`config.mk`:
```
export PLATFORM = sky130hd
export DESIGN_NAME = muxbus_bridge
export DESIGN_NICKNAME = d
export VERILOG_FILES = /design/src/rtl/muxbus_pkg.sv /design/src/rtl/muxbus_seq.sv /design/src/rtl/muxbus_addr.sv /design/src/rtl/muxbus_lane.sv /design/src/rtl/muxbus_bridge.sv
export SDC_FILE = /design/constraint.sdc
export NUM_CORES = 1
export LEC_CHECK = 0
export ABC_AREA = 1
export BUFFER_PORTS_ARGS = -buffer_cell sky130_fd_sc_hd__buf_2
export CAP_MARGIN = 20
export CORE_MARGIN = 2
export CORE_UTILIZATION = 40
export DETAILED_ROUTE_END_ITERATION = 12
export HOLD_SLACK_MARGIN = 0.12
export PLACE_DENSITY_LB_ADDON = 0.05
export SYNTH_ARGS = -nofsm -noshare
export SYNTH_HDL_FRONTEND = slang
export SYNTH_SLANG_ARGS = --single-unit
```
`constraint.sdc`:
```
create_clock -name clk -period 3.25 [get_ports clk]
set_input_delay 0.325 -clock clk [delete_from_list [all_inputs] [get_ports clk]]
set_output_delay 0.325 -clock clk [all_outputs]
set_load 0.02 [all_outputs]
```
`src/rtl/muxbus_pkg.sv`:
```
package muxbus_pkg;

    localparam int WORD_W  = 32;
    localparam int LANE_W  = 8;
    localparam int LANES   = WORD_W / LANE_W;

    typedef enum logic [1:0] {
        SZ_BYTE = 2'b00,
        SZ_WORD = 2'b01,
        SZ_LONG = 2'b10,
        SZ_LALT = 2'b11
    } size_e;

    typedef enum logic [2:0] {
        PH_IDLE,
        PH_ADDR,
        PH_ALE,
        PH_HOLD,
        PH_TURN,
        PH_STRB,
        PH_REC,
        PH_DONE
    } phase_e;

    typedef struct packed {
        logic       we;
        logic [2:0] nbytes;
    } xfer_t;

    function automatic logic [2:0] byte_count(input size_e sz);
        case (sz)
            SZ_BYTE: return 3'd1;
            SZ_WORD: return 3'd2;
            default: return 3'd4;
        endcase
    endfunction

    function automatic logic [WORD_W-1:0] align_msb(input logic [WORD_W-1:0] d,
                                                    input logic [2:0] n);
        case (n)
            3'd1:    return {d[7:0], 24'h0};
            3'd2:    return {d[15:0], 16'h0};
            default: return d;
        endcase
    endfunction

    function automatic logic drives_addr(input phase_e ph);
        return (ph == PH_ADDR) || (ph == PH_ALE) || (ph == PH_HOLD);
    endfunction

    function automatic logic in_data(input phase_e ph);
        return (ph == PH_TURN) || (ph == PH_STRB) || (ph == PH_REC);
    endfunction

endpackage

```
`src/rtl/muxbus_seq.sv`:
```
module muxbus_seq
    import muxbus_pkg::*;
#(
    parameter int ALE_CYC = 1,
    parameter int STB_CYC = 2
) (
    input  logic       clk,
    input  logic       rst,
    input  logic       start,
    input  logic [2:0] nbytes,
    output phase_e     phase,
    output logic       step,
    output logic       strobe_last,
    output logic       done
);
    localparam int CMAX  = (ALE_CYC > STB_CYC) ? ALE_CYC : STB_CYC;
    localparam int CNT_W = $clog2(CMAX + 1);
    localparam logic [CNT_W-1:0] ALE_LAST = CNT_W'(ALE_CYC - 1);
    localparam logic [CNT_W-1:0] STB_LAST = CNT_W'(STB_CYC - 1);

    phase_e           ph_q;
    logic [CNT_W-1:0] cnt_q;
    logic [1:0]       idx_q;
    logic             last_byte;

    assign last_byte = ({1'b0, idx_q} == (nbytes - 3'd1));

    always_ff @(posedge clk) begin
        if (rst) begin
            ph_q  <= PH_IDLE;
            cnt_q <= '0;
            idx_q <= '0;
        end else begin
            case (ph_q)
                PH_IDLE: begin
                    if (start) begin
                        ph_q  <= PH_ADDR;
                        idx_q <= '0;
                    end
                end
                PH_ADDR: begin
                    ph_q  <= PH_ALE;
                    cnt_q <= '0;
                end
                PH_ALE: begin
                    if (cnt_q == ALE_LAST) ph_q <= PH_HOLD;
                    else                   cnt_q <= cnt_q + 1'b1;
                end
                PH_HOLD: ph_q <= PH_TURN;
                PH_TURN: begin
                    ph_q  <= PH_STRB;
                    cnt_q <= '0;
                end
                PH_STRB: begin
                    if (cnt_q == STB_LAST) ph_q <= PH_REC;
                    else                   cnt_q <= cnt_q + 1'b1;
                end
                PH_REC: begin
                    if (last_byte) begin
                        ph_q <= PH_DONE;
                    end else begin
                        ph_q  <= PH_ADDR;
                        idx_q <= idx_q + 1'b1;
                    end
                end
                default: ph_q <= PH_IDLE;
            endcase
        end
    end

    assign phase       = ph_q;
    assign step        = (ph_q == PH_REC) && !last_byte;
    assign strobe_last = (ph_q == PH_STRB) && (cnt_q == STB_LAST);
    assign done        = (ph_q == PH_DONE);

endmodule

```
`src/rtl/muxbus_addr.sv`:
```
module muxbus_addr #(
    parameter int ADDR_W = 16
) (
    input  logic              clk,
    input  logic              rst,
    input  logic              load,
    input  logic [ADDR_W-1:0] load_addr,
    input  logic              step,
    output logic [ADDR_W-1:0] addr
);
    logic [ADDR_W-1:0] addr_q;

    always_ff @(posedge clk) begin
        if (rst)       addr_q <= '0;
        else if (load) addr_q <= load_addr;
        else if (step) addr_q <= addr_q + 1'b1;
    end

    assign addr = addr_q;

endmodule

```
`src/rtl/muxbus_lane.sv`:
```
module muxbus_lane
    import muxbus_pkg::*;
(
    input  logic              clk,
    input  logic              rst,
    input  logic              load,
    input  logic [WORD_W-1:0] wdata,
    input  logic [2:0]        nbytes,
    input  logic              step,
    input  logic              sample,
    input  logic [LANE_W-1:0] rd_byte,
    output logic [LANE_W-1:0] wr_byte,
    output logic [WORD_W-1:0] rd_word
);
    logic [WORD_W-1:0] wsh_q;
    logic [WORD_W-1:0] acc_q;

    always_ff @(posedge clk) begin
        if (rst) begin
            wsh_q <= '0;
            acc_q <= '0;
        end else begin
            if (load) begin
                wsh_q <= align_msb(wdata, nbytes);
                acc_q <= '0;
            end else begin
                if (step)   wsh_q <= {wsh_q[WORD_W-LANE_W-1:0], {LANE_W{1'b0}}};
                if (sample) acc_q <= {acc_q[WORD_W-LANE_W-1:0], rd_byte};
            end
        end
    end

    assign wr_byte = wsh_q[WORD_W-1 -: LANE_W];
    assign rd_word = acc_q;

endmodule

```
`src/rtl/muxbus_bridge.sv`:
```
module muxbus_bridge
    import muxbus_pkg::*;
#(
    parameter int ADDR_W  = 16,
    parameter int ALE_CYC = 1,
    parameter int STB_CYC = 2
) (
    input  logic              clk,
    input  logic              rst,
    input  logic              cpu_sel,
    input  logic              cpu_we,
    input  logic [1:0]        cpu_size,
    input  logic [ADDR_W-1:0] cpu_addr,
    input  logic [31:0]       cpu_wdata,
    output logic              cpu_ack,
    output logic [31:0]       cpu_rdata,
    output logic [7:0]        bus_ad_out,
    output logic              bus_ad_oe,
    input  logic [7:0]        bus_ad_in,
    output logic [ADDR_W-9:0] bus_addr_hi,
    output logic              bus_ale,
    output logic              bus_rd_n,
    output logic              bus_wr_n,
    output logic              bus_cs_n
);
    phase_e            phase;
    logic              start, step, strobe_last, done;
    xfer_t             xf_q;
    logic [2:0]        req_n;
    logic [ADDR_W-1:0] cur_addr;
    logic [7:0]        wr_byte;
    logic              addr_drv, data_drv;

    assign start = cpu_sel && (phase == PH_IDLE);
    assign req_n = byte_count(size_e'(cpu_size));

    always_ff @(posedge clk) begin
        if (rst)        xf_q <= '{we: 1'b0, nbytes: 3'd1};
        else if (start) xf_q <= '{we: cpu_we, nbytes: req_n};
    end

    muxbus_seq #(
        .ALE_CYC (ALE_CYC),
        .STB_CYC (STB_CYC)
    ) u_seq (
        .clk         (clk),
        .rst         (rst),
        .start       (start),
        .nbytes      (xf_q.nbytes),
        .phase       (phase),
        .step        (step),
        .strobe_last (strobe_last),
        .done        (done)
    );

    muxbus_addr #(
        .ADDR_W (ADDR_W)
    ) u_addr (
        .clk       (clk),
        .rst       (rst),
        .load      (start),
        .load_addr (cpu_addr),
        .step      (step),
        .addr      (cur_addr)
    );

    muxbus_lane u_lane (
        .clk     (clk),
        .rst     (rst),
        .load    (start),
        .wdata   (cpu_wdata),
        .nbytes  (req_n),
        .step    (step),
        .sample  (strobe_last && !xf_q.we),
        .rd_byte (bus_ad_in),
        .wr_byte (wr_byte),
        .rd_word (cpu_rdata)
    );

    assign addr_drv    = drives_addr(phase);
    assign data_drv    = in_data(phase) && xf_q.we;
    assign bus_ad_oe   = addr_drv || data_drv;
    assign bus_ad_out  = addr_drv ? cur_addr[7:0] : (data_drv ? wr_byte : 8'h00);
    assign bus_addr_hi = cur_addr[ADDR_W-1:8];
    assign bus_ale     = (phase == PH_ALE);
    assign bus_rd_n    = !((phase == PH_STRB) && !xf_q.we);
    assign bus_wr_n    = !((phase == PH_STRB) &&  xf_q.we);
    assign bus_cs_n    = (phase == PH_IDLE) || (phase == PH_DONE);
    assign cpu_ack     = done;

endmodule

```
==> summary.txt <==
status - finished, final reports clean
setup violators final - 0
count of cell types in the netlist - 31
vias post-DR - 4945
Cell Rows - 39
ys async rst share - 0
total chip power - 3.21 mW
Initial Util - 0.413
Sink Count - 91
vias in the first global route - 4538
Max clock buf depth - 2
die area - 0.0127 mm2
CTS HTree Levels - 3
Layout area overhead - 18.1%
post-cts hold buffer count - 0
final cycle utilization of the critical path - 0.664
Syn Area/Cell - 6.36 um2
Post-synth top flop - dfxtp_1
Detail Placement HPWL - 9630 um
setup_tns - 0 ps
Slew @ Worst Pin - 733 ps
core area - 0.0115 mm2
Final Non-Filler Cells - 975
Post-Synth Adder-Cell Area - 0.0106
Nets - 896
r2r worst-path depth - 8
unrepaired setup endpoints after global routing - no
Placed Instances - 962
Overflow after GRT - 0
Hold Path Stages - 3
PwrDens - 574 mW/mm2
first drt pass iteration count - 5
VDD IR max - 0.289 mV
largest net degree at the start of global routing - 56
final WL - 13800 um
largest family of logic cells by synthesized area - simple AND/OR/NAND/NOR gates
Peak Freq - 463 MHz
Synth Area in Simple Gates - 0.388
clock slew at reported path FFs - 60 ps
mux cell area share after synthesis - 0
minimum clock period after layout - 2160 ps
slew margin rel. - 0.509
Setup Skew - 5.94 ps
layout cells sized above 1 - 0.180
vias per cell - 5.07
Hold Crit Start - bus_ad_in[3]
post-CTS setup buffer count - 0
register area share after synthesis - 0.385
hold crit path type - in -> reg
Skew-Pair Late Insertion Delay - 340 ps
Root Driver - clkbuf_16
total CTS buffers - 9
GP Congestion - 0.811
Synth Area in XOR/XNOR - 0.00714
crit path DAT - 2380 ps
DR iter-0 viols - 290
first-pass GRT wire length - 22400 um
max-cap viol count - 0
WS Path Type - reg -> reg
R2R Path End - u_lane.rd_word[15]$_SDFFE_PP0P_
I/O Buffers - 115
compound-gate portion of the synthesized area - 0.116
drc violations - 0
Max Slew Vio Count - 0
number of synthesized flops with an enable pin - 0
antenna cells - 0
Post-Syn Nets - 810
Synthesis Warnings - 0
crit end category - register
drt wl/cell - 14.1 um
FF+latch count, synth - 91
antenna-violating nets left - 0
initial antenna violation count - 0
R2R setup slack - 1090 ps
CTS resizes - 0
CTS tree - built
crit path max fanout - 33
P_leak - 2.55 nW
Crit path required time - 3470 ps
Total Routing Usage GR - 0.218
Min-Delay Endpoint - u_lane.rd_word[3]$_SDFFE_PP0P_
final hold vios - 0
Die Y - 113 um
Startpoint Class - register
I/O pin total - 116
Critical R2R Launch - u_seq.phase[2]$_SDFFE_PP0P_
Post-Syn Area - 0.00473 mm2
Die W - 113 um
post-synthesis cell count - 744
-- critical path, stage by stage (launching register included) --
cell     delay (ps)
dfxtp_1         560
inv_2           180
nor2_1          210
nand2_1         130
nor2_4           90
buf_4           310
inv_2           300
nand2_1         140
a21oi_1          70
-- metal layers --
metal / up-vias / wire length, um / track usage
met5: - / 0 / 0
met4: 0 / 148 / 0.0650
met3: 12 / 732 / 0.0455
met2: 148 / 6400 / 0.350
met1: 2252 / 6510 / 0.298
li1: 2533 / - / -
-- cells in the mapped netlist (2+ instances only) --
| cell | number | area [um2] |
|---|---|---|
| a21oi_1 | 60 | 300 |
| buf_2 | 18 | 90.1 |
| buf_4 | 16 | 120 |
| clkbuf_1 | 11 | 41.3 |
| dfxtp_1 | 91 | 1820 |
| ha_1 | 4 | 50.1 |
| inv_1 | 42 | 158 |
| inv_2 | 4 | 15.0 |
| nand2_1 | 274 | 1030 |
| nand2_2 | 2 | 12.5 |
| nand3_1 | 59 | 295 |
| nand4_1 | 10 | 62.6 |
| nor2_1 | 90 | 338 |
| nor2_2 | 2 | 12.5 |
| nor2_4 | 2 | 22.5 |
| nor3_1 | 2 | 10.0 |
| o21ai_0 | 34 | 170 |
| o21ai_1 | 10 | 50.1 |
-- flip-flops by register name (all words and copies together), names as in the netlist --
| signal | count |
|---|---|
| xf_q | 4 |
| u_seq.phase | 3 |
| u_seq.cnt_q | 2 |
| u_lane.rd_word | 32 |
| u_seq.idx_q | 2 |
| u_addr.addr | 16 |
| u_lane.wsh_q | 32 |
-- cells in the final DEF, fill, tap and decap left out, drive strengths merged --
master | netlist | final
xor2 | 1 | 1
o21ai | 45 | 45
nand4 | 11 | 11
o22ai | 1 | 1
nand3 | 59 | 59
nor3 | 2 | 2
o21bai | 1 | 1
inv | 46 | 46
bufinv | 0 | 2
buf | 35 | 121
a31oi | 1 | 1
dfxtp | 91 | 91
or2 | 1 | 1
clkbuf | 11 | 10
xnor2 | 2 | 2
a21oi | 60 | 60
nor2 | 95 | 95
nand3b | 1 | 1
nand2 | 276 | 276
ha | 4 | 4
clkinv | 1 | 2
-- area by class of cell --
type,count,area [um2]
inverters,47,176
well taps,143,179
multi-input cells,560,2470
flip-flops and latches,91,1820
clock buffers,10,239
fillers,1185,5880
repair buffers,121,633
clock inverters,3,65.1
-- power by group --
group,internal (mW),switching (mW)
clock,0.681,0.433
sequential,1.22,0.0885
combinational,0.259,0.528
-- worst max path at each step --
stage | startpoint | endpoint | slack [ps] | depth (start not counted)
global placement | rst | u_lane.rd_word[3]$_SDFFE_PP0P_ | 1070 | 5
CTS | u_seq.phase[2]$_SDFFE_PP0P_ | u_lane.rd_word[4]$_SDFFE_PP0P_ | 1110 | 8
detailed placement | rst | u_lane.rd_word[11]$_SDFFE_PP0P_ | 1030 | 5
finish | u_seq.phase[2]$_SDFFE_PP0P_ | u_lane.rd_word[15]$_SDFFE_PP0P_ | 1090 | 8
floorplan | xf_q[0]$_SDFFE_PP1P_ | u_lane.wsh_q[16]$_SDFFE_PP0P_ | 1570 | 11
global route | u_seq.phase[2]$_SDFFE_PP0P_ | u_lane.rd_word[18]$_SDFFE_PP0P_ | 900 | 8
-- stage by stage --
stage | instance area [um2] | util | hold WS, ps | worst slack [ps]
global placement | 5290 | 0.461 | 447 | 1070
floorplan | 4730 | - | 440 | 1570
CTS | 5590 | 0.487 | 221 | 1110
finish | 5590 | 0.487 | 234 | 1090
detailed placement | 5290 | 0.461 | 455 | 1030
global route | 5590 | 0.487 | 228 | 897
-- cells by family (layout without fill, tap and decap cells) --
group,after synthesis,count (layout)
simple gates,445,445
fa+ha+maj,4,4
compound gates,108,108
xor+xnor,3,3
buf+inv,93,181
flops,91,91
No activity file was read; power rests on OpenSTA's default activity.
